`src/rtl/fgc_pkg.sv`:
```
package fgc_pkg;

  typedef enum logic {
    ST_IDLE = 1'b0,
    ST_GATE = 1'b1
  } gateState_t;

  // strobes from control to datapath
  typedef struct packed {
    logic clrCnt;    // start of measurement: clear counter and done
    logic cntEn;     // gate open: count events
    logic latch;     // gate closing: load result
    logic useTimer;  // event source is the reference tick
  } ctrlStrobe_t;

endpackage

```
`src/rtl/fgc_input_sync.sv`:
```
module fgc_input_sync #(
  parameter int SYNC_STAGES = 2
) (
  input  logic clk,
  input  logic rstN,
  input  logic sigIn,
  output logic edgePulse
);

  localparam int TOP = SYNC_STAGES - 1;

  logic [TOP:0] syncQ;
  logic         prevQ;

  always_ff @(posedge clk) begin
    if (!rstN) begin
      syncQ <= '0;
      prevQ <= 1'b0;
    end else begin
      syncQ <= {syncQ[TOP-1:0], sigIn};
      prevQ <= syncQ[TOP];
    end
  end

  assign edgePulse = syncQ[TOP] & ~prevQ;


  edge_single_chk: assert property (@(posedge clk) disable iff (!rstN)
    edgePulse |=> !edgePulse);

endmodule

```
`src/rtl/fgc_control.sv`:
```
module fgc_control
  import fgc_pkg::*;
#(
  parameter int BASE_TICKS = 75
) (
  input  logic        clk,
  input  logic        rstN,
  input  logic        refTick,
  input  logic        startCmd,
  input  logic        stopCmd,
  input  logic        manualMode,
  input  logic        srcTimer,
  input  logic [1:0]  gateSel,
  output ctrlStrobe_t str,
  output logic        gateOpen
);

  localparam int MAX_TICKS = BASE_TICKS * 64;
  localparam int WIN_W     = $clog2(MAX_TICKS + 1);
  localparam logic [WIN_W-1:0] LEN0 = WIN_W'(BASE_TICKS);
  localparam logic [WIN_W-1:0] LEN1 = WIN_W'(BASE_TICKS * 4);
  localparam logic [WIN_W-1:0] LEN2 = WIN_W'(BASE_TICKS * 16);
  localparam logic [WIN_W-1:0] LEN3 = WIN_W'(BASE_TICKS * 64);

  gateState_t       stateQ;
  logic [WIN_W-1:0] winCntQ;
  logic [WIN_W-1:0] limitTicks;
  logic             cfgManualQ;
  logic             cfgTimerQ;
  logic [1:0]       cfgSelQ;
  logic             inGate;
  logic             lastTick;
  logic             closeNow;

  always_comb begin
    case (cfgSelQ)
      2'd0:    limitTicks = LEN0;
      2'd1:    limitTicks = LEN1;
      2'd2:    limitTicks = LEN2;
      default: limitTicks = LEN3;
    endcase
  end

  assign inGate   = (stateQ == ST_GATE);
  assign lastTick = (winCntQ == limitTicks - 1'b1);
  assign closeNow = inGate & ~startCmd &
                    (cfgManualQ ? stopCmd : (refTick & lastTick));

  always_comb begin
    str          = '0;
    str.clrCnt   = startCmd;
    str.cntEn    = inGate & ~startCmd;
    str.latch    = closeNow;
    str.useTimer = cfgTimerQ;
  end

  assign gateOpen = inGate;

  always_ff @(posedge clk) begin
    if (!rstN) begin
      stateQ     <= ST_IDLE;
      winCntQ    <= '0;
      cfgManualQ <= 1'b0;
      cfgTimerQ  <= 1'b0;
      cfgSelQ    <= 2'd0;
    end else if (startCmd) begin
      stateQ     <= ST_GATE;
      winCntQ    <= '0;
      cfgManualQ <= manualMode;
      cfgTimerQ  <= srcTimer;
      cfgSelQ    <= gateSel;
    end else if (closeNow) begin
      stateQ  <= ST_IDLE;
      winCntQ <= '0;
    end else if (inGate && !cfgManualQ && refTick) begin
      winCntQ <= winCntQ + 1'b1;
    end
  end


  win_range_chk: assert property (@(posedge clk) disable iff (!rstN)
    inGate |-> (winCntQ < limitTicks));


  start_opens_chk: assert property (@(posedge clk) disable iff (!rstN)
    startCmd |=> (stateQ == ST_GATE));


  auto_stop_ignored_chk: assert property (@(posedge clk) disable iff (!rstN)
    (inGate && !cfgManualQ && stopCmd && !startCmd && !refTick) |=> (stateQ == ST_GATE));


  cfg_hold_chk: assert property (@(posedge clk) disable iff (!rstN)
    (inGate && !startCmd) |=> ($stable(cfgSelQ) && $stable(cfgManualQ) && $stable(cfgTimerQ)));

endmodule

```
`src/rtl/fgc_datapath.sv`:
```
module fgc_datapath
  import fgc_pkg::*;
#(
  parameter int COUNT_W = 20
) (
  input  logic               clk,
  input  logic               rstN,
  input  ctrlStrobe_t        str,
  input  logic               refTick,
  input  logic               edgePulse,
  output logic [COUNT_W-1:0] result,
  output logic               done,
  output logic               overflow
);

  localparam logic [COUNT_W-1:0] CNT_MAX = '1;

  logic [COUNT_W-1:0] countQ;
  logic [COUNT_W-1:0] countNext;
  logic [COUNT_W-1:0] resultQ;
  logic               ovfQ;
  logic               ovfNext;
  logic               resultOvfQ;
  logic               doneQ;
  logic               srcEvent;
  logic               incEn;
  logic               atMax;

  assign srcEvent = str.useTimer ? refTick : edgePulse;
  assign incEn    = str.cntEn & srcEvent;
  assign atMax    = (countQ == CNT_MAX);

  always_comb begin
    countNext = countQ;
    ovfNext   = ovfQ;
    if (incEn) begin
      if (atMax) ovfNext   = 1'b1;
      else       countNext = countQ + 1'b1;
    end
  end

  always_ff @(posedge clk) begin
    if (!rstN) begin
      countQ     <= '0;
      ovfQ       <= 1'b0;
      resultQ    <= '0;
      resultOvfQ <= 1'b0;
      doneQ      <= 1'b0;
    end else begin
      if (str.clrCnt) begin
        countQ <= '0;
        ovfQ   <= 1'b0;
        doneQ  <= 1'b0;
      end else begin
        countQ <= countNext;
        ovfQ   <= ovfNext;
      end
      if (str.latch) begin
        resultQ    <= countNext;
        resultOvfQ <= ovfNext;
        doneQ      <= 1'b1;
      end
    end
  end

  assign result   = resultQ;
  assign done     = doneQ;
  assign overflow = resultOvfQ;


  done_after_latch_chk: assert property (@(posedge clk) disable iff (!rstN)
    str.latch |=> done);


  clear_chk: assert property (@(posedge clk) disable iff (!rstN)
    str.clrCnt |=> (!done && countQ == '0));


  result_hold_chk: assert property (@(posedge clk) disable iff (!rstN)
    !str.latch |=> $stable(result));


  saturate_chk: assert property (@(posedge clk) disable iff (!rstN)
    (atMax && incEn && !str.clrCnt) |=> (countQ == CNT_MAX && ovfQ));

endmodule

```
`src/rtl/gated_freq_counter.sv`:
```
module gated_freq_counter
  import fgc_pkg::*;
#(
  parameter int COUNT_W     = 20,
  parameter int BASE_TICKS  = 75,
  parameter int SYNC_STAGES = 2
) (
  input  logic               clk,
  input  logic               rstN,
  input  logic               refTick,
  input  logic               sigIn,
  input  logic               manualMode,
  input  logic               srcTimer,
  input  logic [1:0]         gateSel,
  input  logic               startCmd,
  input  logic               stopCmd,
  output logic [COUNT_W-1:0] result,
  output logic               done,
  output logic               overflow,
  output logic               gateOpen
);

  ctrlStrobe_t str;
  logic        edgePulse;

  fgc_input_sync #(.SYNC_STAGES(SYNC_STAGES)) uSync (
    .clk       (clk),
    .rstN      (rstN),
    .sigIn     (sigIn),
    .edgePulse (edgePulse)
  );

  fgc_control #(.BASE_TICKS(BASE_TICKS)) uCtrl (
    .clk        (clk),
    .rstN       (rstN),
    .refTick    (refTick),
    .startCmd   (startCmd),
    .stopCmd    (stopCmd),
    .manualMode (manualMode),
    .srcTimer   (srcTimer),
    .gateSel    (gateSel),
    .str        (str),
    .gateOpen   (gateOpen)
  );

  fgc_datapath #(.COUNT_W(COUNT_W)) uData (
    .clk       (clk),
    .rstN      (rstN),
    .str       (str),
    .refTick   (refTick),
    .edgePulse (edgePulse),
    .result    (result),
    .done      (done),
    .overflow  (overflow)
  );


  gate_done_excl_chk: assert property (@(posedge clk) disable iff (!rstN)
    (gateOpen && !startCmd && !str.latch) |=> (gateOpen && !done));

endmodule

```
`config.mk`:
```
export PLATFORM = sky130hd
export DESIGN_NAME = gated_freq_counter
export DESIGN_NICKNAME = d
export VERILOG_FILES = /design/src/rtl/fgc_pkg.sv /design/src/rtl/fgc_input_sync.sv /design/src/rtl/fgc_control.sv /design/src/rtl/fgc_datapath.sv /design/src/rtl/gated_freq_counter.sv
export SDC_FILE = /design/constraint.sdc
export NUM_CORES = 1
export LEC_CHECK = 0
export CAP_MARGIN = 30
export CORE_MARGIN = 5
export CORE_UTILIZATION = 61
export CTS_BUF_LIST = sky130_fd_sc_hd__clkbuf_16
export CTS_CLUSTER_DIAMETER = 40
export DETAILED_ROUTE_END_ITERATION = 6
export GPL_TIMING_DRIVEN = 0
export PLACE_DENSITY = 0.85
export SKIP_LAST_GASP = 1
export SYNTH_ARGS = -nofsm -noshare
export SYNTH_HDL_FRONTEND = slang
export SYNTH_HIERARCHICAL = 1
export SYNTH_SLANG_ARGS = --single-unit
```
`constraint.sdc`:
```
create_clock -name clk -period 5.5 [get_ports clk]
set_input_delay 1.65 -clock clk [delete_from_list [all_inputs] [get_ports clk]]
set_output_delay 1.65 -clock clk [all_outputs]
set_load 0.1 [all_outputs]
```
Yosys cells after proc, flatten, opt, wreduce, memory -nomap -nowiden
Index checks and enable logic that the tools add are counted.
{ "word_totals": {"regBits": 64, "in_bits": 10, "output_inout_bits": 23, "elab_cells": 45} }
{ "op_classes": {"add_sub_neg": 3, "eq_ne": 4, "mux": 11, "n_bitwise": 8, "reduce_logical": 7} }
{ "op_table": {"columns": ["op", "n"], "rows": [
  ["2-to-1 mux 20 bit", 2],
  ["one-hot mux 13 bit (3 select lines)", 1],
  ["adder 20 x 1 -> 20 bit, second input constant", 1],
  ["equality test 20 bit, second input constant", 1],
  ["adder 13 x 1 -> 13 bit, second input constant", 1],
  ["equality test 13 bit", 1],
  ["subtractor 13 x 1 -> 13 bit, second input constant", 1],
  ["2-to-1 mux 1 bit", 8],
  ["bitwise AND 1 bit", 5],
  ["NOT 1 bit", 3],
  ["OR reduction 3 bit", 1],
  ["equality test 2 x 1 -> 1 bit, second input constant", 1],
  ["equality test 2 bit, second input constant", 1],
  ["logical AND 1 bit", 2],
  ["logical NOT 2 bit", 1],
  ["nonzero test 2 bit", 1],
  ["OR reduction 2 bit", 1],
  ["logical NOT 1 bit", 1]
]} }

Longest topological paths before layout
Gate-level depths: netlist of run 1.
{ "logic_depth": {"ltp_word": 9, "ltp_mapped": 14, "mapped_depth_nobuf": 12} }

By module
The synthesis of run 1 kept the hierarchy.
{ "modules_own_cells": {"columns": ["module", "instances", "cells_each", "area_each_um2", "seq_area_each_um2"], "rows": [
  ["fgc_datapath", 1, 200, 1858.0, 860.8],
  ["fgc_control", 1, 122, 1181.1, 360.3],
  ["fgc_input_sync", 1, 7, 92.6, 60.1]
]} }

Worst setup path before layout of run 1
No wires, ideal clock.
{ "synth_timing": {"kind": "input to register", "start": "input port startCmd", "end": "register uData.resultQ[19] (netlist: uData/result[19])", "arrival_time_ps": 3440, "setup_slack_ps": 1926, "stages": 9, "path_cell_list": "clkbuf_8 > or2b_2 > inv_1 > clkbuf_2 > inv_1 > or4b_4 > nor3_1 > mux2i_1 > a21oi_1"} }
{ "synth_rtl": {"columns": ["element", "line", "text"], "rows": [
  ["start, declared", "gated_freq_counter.sv:15", "input logic startCmd,"],
  ["end signal, assigned", "fgc_datapath.sv:59", "resultQ <= countNext;"],
  ["end, declared", "fgc_datapath.sv:20", "logic [COUNT_W-1:0] resultQ;"]
]} }

Worst setup path after layout of run 1
{ "layout_timing": {"start": "input port refTick", "end": "register uData.resultQ[14] (netlist: uData/result[14])"} }
{ "layout_via": {"elab_chain_cells": 3, "word_cells_on_any_way": 6} }
{ "layout_lines": {"columns": ["element", "line", "text"], "rows": [
  ["start, declared", "gated_freq_counter.sv:10", "input logic refTick,"],
  ["bitwise AND 1 bit", "fgc_control.sv:47", "(cfgManualQ ? stopCmd : (refTick & lastTick));"],
  ["2-to-1 mux 1 bit", "fgc_control.sv:47", null],
  ["bitwise AND 1 bit", "fgc_control.sv:46", "assign closeNow = inGate & ~startCmd &"],
  ["net uCtrl.closeNow", "fgc_control.sv:33", "logic closeNow;"]
]} }
The timed path passes the listed nets, and every way through them passes these cells.
A chain may end at the register's enable or synchronous reset.

==> impl_results.md, run 1 <==
- Vias in the first global route: 2432
- FF-to-FF setup slack: 2.68 ns
- Vias: 2540
- Ys Warns: 6
- Routed Antenna Nets: 0
- Synth cell types: 61
- Worst Skew: 0.00406 ns
- Mapped cell area: 3130 µm²
- Commonest cells after routing, fill and taps aside: dfxtp_1, clkdlybuf4s50_1, nor2_1
- Sw Share: 22.5%
- WL/cell: 15.7 µm
- Setup WS pre-CTS: 1.53 ns
- Grt ovf: 0
- Critical Path Fanout Max: 10
- Switching Power: 0.244 mW
- Placed inst area: 3530 µm²
- Path depth of the worst reg2reg path: 12
- Die span in y: 81.7 µm
- Seq cells post-synth: 64
- First-pass GRT wire length: 11.6 mm
- Tightest Pin Transition: 0.988 ns
- Relative slew slack: 33.9%
- Post-route cell area: 3810 µm²
- Final hold violations: 0
- Synthesized Nets: 348
- Final setup fails: 0
- Post-layout min period: 3.72 ns
- # H-tree levels: 3
- Clk slew on worst S/H paths: 0.05 ns
- # nets final: 390
- Fillers: 345
- Main synth FF type: dfxtp_1
- Cell Chain, Critical Path: clkdlybuf4s50_1, nand4bb_1, a211oi_2, nand3_1, o21a_1, nor2_1, buf_4, clkbuf_1, inv_1, nand3_1, o21ai_0
- Layout cells sized above 1: 14.9%
- Clock Latency Late Sink: 0.32 ns
- Post_cts resized: 0
- RePlAce Congestion: 0.850
- Max-Cap Viols: 0
- Initial drt markers: 217
- Chip width: 81.7 µm
- Initial antenna violation count: 0
- Total Neg Setup Slack: 0 ns
- FF-to-FF End: uData/result[14]
- Crit path to: uData/result[14]
- Setup bufs post-CTS: 0
- Fin. max-slew vios: 0
- Seq pwr share: 43.8%
- Syn_area_per_cell: 9.52 µm²
- Cell Rows: 26
- Fin cells: 445
- Comb power frac: 7.6%
- Commonest non-fill, non-tap cell in the layout: dfxtp_1
- Syn Inst Count: 329
- IO Pins: 33
- Synthesized-area fraction occupied by and/or/nand/nor cells: 26.2%
- # DRC: 0
- Clock Tree Buf Depth: 2
- Area growth from synthesis to layout: 21.5%
- Clk sinks: 64
- Critical path origin: refTick
- Post-synthesis sequential area ratio: 40.9%
- Post-DP HPWL: 4.90 mm
- Largest family of logic cells by synthesized area: simple AND/OR/NAND/NOR gates
- Status: finished clean
- Post-Synth XOR/XNOR Area: 8.11%
- Cell repeated most along the worst path: nand3_1
- Drt total wl: 6.97 mm
- Antenna diode count: 0
- CP peak stage delay: 0.55 ns
- Reg2reg start: uCtrl/cfgSelQ[0]
- Die area: 6670 µm²
- Drt pass-1 iters: 4
- Core Region: 5040 µm²
- Clk pwr share: 48.6%
- Highest clock rate: 269 MHz
- Arr. time, crit path: 3.89 ns
- Pwr/cell area: 285 nW/µm²
- PortBufs: 31
- CTS buffer count: 9
- CP max-delay cell: clkdlybuf4s50_1
- Maximum vdd ir drop: 0.194 mV
- RSZ-0062 raised after global routing: no
- Final Power: 1.08 mW
- Async SR Flop Fraction: 0%
- Initial Util: 62.1%
- GRT Total Usage: 23.0%
- Clk Tree Root Cell: clkbuf_16
- Critical path class: in2reg
- Mux share of post-synthesis cell area: 3.60%
- Crit end category: flip-flop
- Post-DR vias/cell: 5.71
- Post-cts hold buffer count: 0
- Lkg Pwr: 1.35 nW
- Final worst slack: 1.78 ns
- Cell internal pwr: 0.841 mW
- CP required: 5.68 ns
- Final worst path period share: 67.6%
- Dpl cells: 430
- Synth Area in Compound Gates: 12.7%
- Post-synth EDFFs: 0
- CTS tree: yes
- Startpoint Class: primary input
- Largest net degree at the start of global routing: 17
- Adder-Cell Fraction of Synth Area: 3.60%
- Min-delay worst type: reg2reg
Yosys cell counts, drive strengths merged, types with 3 or more instances:
| cell | instances | area share (%) |
|---|---|---|
| a211oi | 5 | 1.5 |
| a21oi | 25 | 4.1 |
| and2 | 3 | 0.60 |
| and3 | 5 | 1.0 |
| and4 | 3 | 0.92 |
| buf | 7 | 1.6 |
| clkbuf | 10 | 1.6 |
| dfxtp | 64 | 41 |
| ha | 9 | 3.6 |
| inv | 11 | 1.3 |
| mux2i | 9 | 2.9 |
| nand2 | 14 | 1.8 |
| nand3 | 17 | 3.1 |
| nand4 | 12 | 3.1 |
| nor2 | 26 | 3.1 |
| nor2b | 7 | 1.9 |
| nor3 | 17 | 4.5 |
| o21ai | 25 | 4.0 |
| xnor2 | 21 | 5.9 |
| xor2 | 8 | 2.2 |
flip-flops by register name, summed over array words and instances (netlist names), 2 cells and up:
signal / cells
uCtrl/winCntQ: 13
uData/countQ: 20
uData/result: 20
uSync/syncQ: 2
uCtrl/cfgSelQ: 2
power groups by stage:
stage	clock, mW	combinational (mW)	sequential [mW]
2_1_floorplan	0	0.0382	0.505
3_3_place_gp	0	0.0802	0.484
3_5_place_dp	0	0.0821	0.485
4_1_cts	0.535	0.0827	0.475
5_1_grt	0.558	0.0879	0.475
6_report	0.526	0.0826	0.475
critical path: cells and delay by family:
family	cells	cell delay [ns]
buffers and inverters	4	1.21
AOI/OAI and AO/OA	3	0.58
and+or+nand+nor	4	0.44
per-layer routing:
layer  GRT usage, %  wire length (µm)
met2           35.7              3200
met4           11.1               125
met1           30.4              3180
met5              0                 0
met3           4.93               470
final cells by class:
type | count | area (µm²) | area share (%)
Multi-Input combinational cell | 236 | 1700 | 44.6
Sequential cell | 64 | 1280 | 33.7
Timing Repair Buffer | 31 | 310 | 8.15
Clock buffer | 9 | 225 | 5.92
Buffer | 18 | 113 | 2.96
Tap cell | 70 | 87.6 | 2.30
Clock inverter | 6 | 51.3 | 1.35
Inverter | 11 | 41.3 | 1.08
cells by family after synthesis:
| family | after synthesis |
|---|---|
| buf+inv | 29 |
| compound gates | 64 |
| mux | 11 |
| flops | 64 |
| xor+xnor | 29 |
| simple gates | 123 |
| fa+ha+maj | 9 |
worst min path at each step:
stage / end / cells past startpoint / start / slack [ns]
6_report: uSync/syncQ[1] / 1 / uSync/syncQ[0] / 0.44
2_1_floorplan: uSync/syncQ[1] / 1 / uSync/syncQ[0] / 0.41
3_5_place_dp: uSync/syncQ[1] / 1 / uSync/syncQ[0] / 0.42
4_1_cts: uSync/syncQ[1] / 1 / uSync/syncQ[0] / 0.44
3_3_place_gp: uSync/syncQ[1] / 1 / uSync/syncQ[0] / 0.42
5_1_grt: uSync/syncQ[1] / 1 / uSync/syncQ[0] / 0.46
metrics by stage:
step                utilization [%]  hold slack [ns]
floorplan                         -            0.406
global placement               70.0            0.421
detailed placement             70.0            0.424
CTS                            75.5            0.444
global route                   75.5            0.460
finish                         75.5            0.439
(Power assumes the default switching activity.)
==> inputs of run 2 (changes only) <==
- CORE_UTILIZATION: 61 -> 56
- PLACE_DENSITY: 0.85 -> 0.79
- clock period: 5.5 -> 3.8 ns (I/O delays scaled with it)
==> run 2 against run 1 <==
- total power increased by 51%
- sequential share of layout area shrank 0.24 points
- sequential power is 45% higher
- largest power group unchanged
- routed wire length rose by 0.89%
- largest cell class unchanged
- flip-flop and latch count unchanged
- final area rose by 0.72%
==> impl_results.md, run 2 (same netlist as run 1, synthesis figures left out) <==
- Layout cells sized above 1: 14.9% (unchanged)
- Final hold violations: 0 (unchanged)
- Pwr/cell area: 427 nW/µm² (was 285 nW/µm²)
- Initial Util: 57.2% (was 62.1%)
- Final worst path period share: 83.8%
- Max-Cap Viols: 0 (unchanged)
- CTS buffer count: 9 (unchanged)
- Setup WS pre-CTS: 0.320 ns (was 1.53 ns)
- Tightest Pin Transition: 0.991 ns (was 0.988 ns)
- Commonest cells after routing, fill and taps aside: dfxtp_1, clkdlybuf4s50_1, nor2_1 (unchanged)
- Crit end category: flip-flop (unchanged)
- IO Pins: 33 (unchanged)
- Antenna diode count: 0 (unchanged)
- Core Region: 5470 µm² (was 5040 µm²)
- Clock Tree Buf Depth: 2 (unchanged)
- Clk Tree Root Cell: clkbuf_16 (unchanged)
- Grt ovf: 0 (unchanged)
- Drt total wl: 7.03 mm (was 6.97 mm)
- Clock Latency Late Sink: 0.32 ns (about the same)
- Final hold slack: 0.487 ns (was 0.439 ns)
- Worst Skew: 0.00727 ns (was 0.00406 ns)
- CP max-delay cell: clkdlybuf4s50_1 (unchanged)
- Critical path depth in cells: 10 (was 11)
- Initial drt markers: 101 (was 217)
- Post-DR vias/cell: 5.66 (was 5.71)
- CTS tree: yes (unchanged)
- Hold depth: 2 (was 1)
- Cell Chain, Critical Path: clkdlybuf4s50_1, nand4bb_1, a211oi_2, nand3_1, o21a_1, nor2_1, buf_4, clkbuf_1, o21ai_0, a21oi_1 (was clkdlybuf4s50_1, nand4bb_1, a211oi_2, nand3_1, o21a_1, nor2_1, buf_4, clkbuf_1, inv_1, nand3_1, o21ai_0)
- Post-layout min period: 3.19 ns
- RSZ-0062 raised after global routing: no (unchanged)
- Critical Path Fanout Max: 10 (unchanged)
- Lkg Pwr: 1.36 nW (was 1.35 nW)
- Routed Antenna Nets: 0 (unchanged)
- Final setup fails: 0 (unchanged)
- # nets final: 390 (unchanged)
- Vias: 2529 (was 2540)
- Min-delay worst type: reg2reg (unchanged)
- Clk slew on worst S/H paths: 0.05 ns (about the same)
- Critical path's top delay family: buffers and inverters (unchanged)
- Largest net degree at the start of global routing: 17 (unchanged)
- Startpoint Class: primary input (unchanged)
- WP buf/inv: 3 (was 4)
- Arr. time, crit path: 3.44 ns (was 3.89 ns)
- PortBufs: 31 (unchanged)
- Post-cts hold buffer count: 0 (unchanged)
- Initial antenna violation count: 0 (unchanged)
- CP required: 4.05 ns (was 5.68 ns)
- Drt pass-1 iters: 4 (unchanged)
- Path depth of the worst reg2reg path: 13 (was 12)
- Area growth from synthesis to layout: 22.4% (was 21.5%)
- Final worst slack: 0.615 ns (was 1.78 ns)
- Clk sinks: 64 (unchanged)
- Critical path class: in2reg (unchanged)
- First-pass GRT wire length: 12.2 mm (was 11.6 mm)
- Status: finished clean (unchanged)
- Fin. max-slew vios: 0 (unchanged)
- FF-to-FF setup slack: 0.95 ns (was 2.68 ns)
- Commonest non-fill, non-tap cell in the layout: dfxtp_1 (unchanged)
- # H-tree levels: 3 (unchanged)
- WL/cell: 15.7 µm (about the same)
- Post_cts resized: 0 (unchanged)
- Vias in the first global route: 2660 (was 2432)
- Chip width: 84.8 µm (was 81.7 µm)
- # DRC: 0 (unchanged)
- Relative slew slack: 33.7% (was 33.9%)
- Die span in y: 84.8 µm (was 81.7 µm)
- GRT Total Usage: 21.3% (was 23.0%)
- CP peak stage delay: 0.52 ns (was 0.55 ns)
- Die area: 7190 µm² (was 6670 µm²)
- Maximum vdd ir drop: 0.381 mV (was 0.194 mV)
- Highest clock rate: 314 MHz
- Cell Rows: 27 (was 26)
- Total Neg Setup Slack: 0 ns (unchanged)
- Setup bufs post-CTS: 0 (unchanged)
- Post-DP HPWL: 4.93 mm (was 4.90 mm)
- RePlAce Congestion: 0.800 (was 0.850)
==> run 2: cell types whose count changed in the layout (fill, tap and decap cells not counted) <==
cell       delta
bufinv_16     +1
clkinv_1      -1
clkinv_2      -1
inv_1         +1
==> run 2: worst min-delay path, delay by kind of cell (launching register included) <==
family             cells  cell delay (ns)
AOI/OAI and AO/OA      1             0.06
DFF                    1             0.31
and+or+nand+nor        1             0.07
==> run 2: layer usage <==
layer | vias to the layer above | wire length, µm | GRT usage [%]
li1 | 1239 | - | -
met2 | 67 | 3750 | 37.7
met4 | 0 | 148 | 9.64
met5 | - | 0 | 0
met3 | 15 | 245 | 5.89
met1 | 1208 | 2890 | 23.5
==> run 2: stage by stage <==
stage	area (µm²)	utilization [%]	power, mW	instances
detailed placement	3530	64.5	0.819	432
global route	3830	70.1	1.70	447
floorplan	3130	-	0.786	329
finish	3830	70.1	1.64	447
CTS	3830	70.1	1.65	447
global placement	3530	64.5	0.817	432
==> run 2: power by group <==
group          internal, mW  total [mW]  switching (mW)  leakage, nW
combinational        0.0423       0.119          0.0766        0.694
sequential            0.681       0.689         0.00794        0.517
clock                 0.561       0.828           0.268        0.152
total                  1.28        1.64           0.352         1.36
==> run 2: path summary, 6_finish.rpt <==
| check | startpoint | to |
|---|---|---|
| max | refTick | uData/result[18] |
| min reg2reg | uData/result[8] | uData/result[8] |
| min | uData/result[8] | uData/result[8] |
| max reg2reg | uCtrl/cfgSelQ[0] | uData/result[18] |
==> run 2: area by class of cell <==
type / count / area [µm²]
plain buffers: 18 / 113
clock buffers: 9 / 225
clock inverters: 6 / 76.3
fillers: 444 / 1640
inverters: 11 / 41.3
multi-input cells: 236 / 1700
flip-flops and latches: 64 / 1280
well taps: 72 / 90.1
repair buffers: 31 / 310
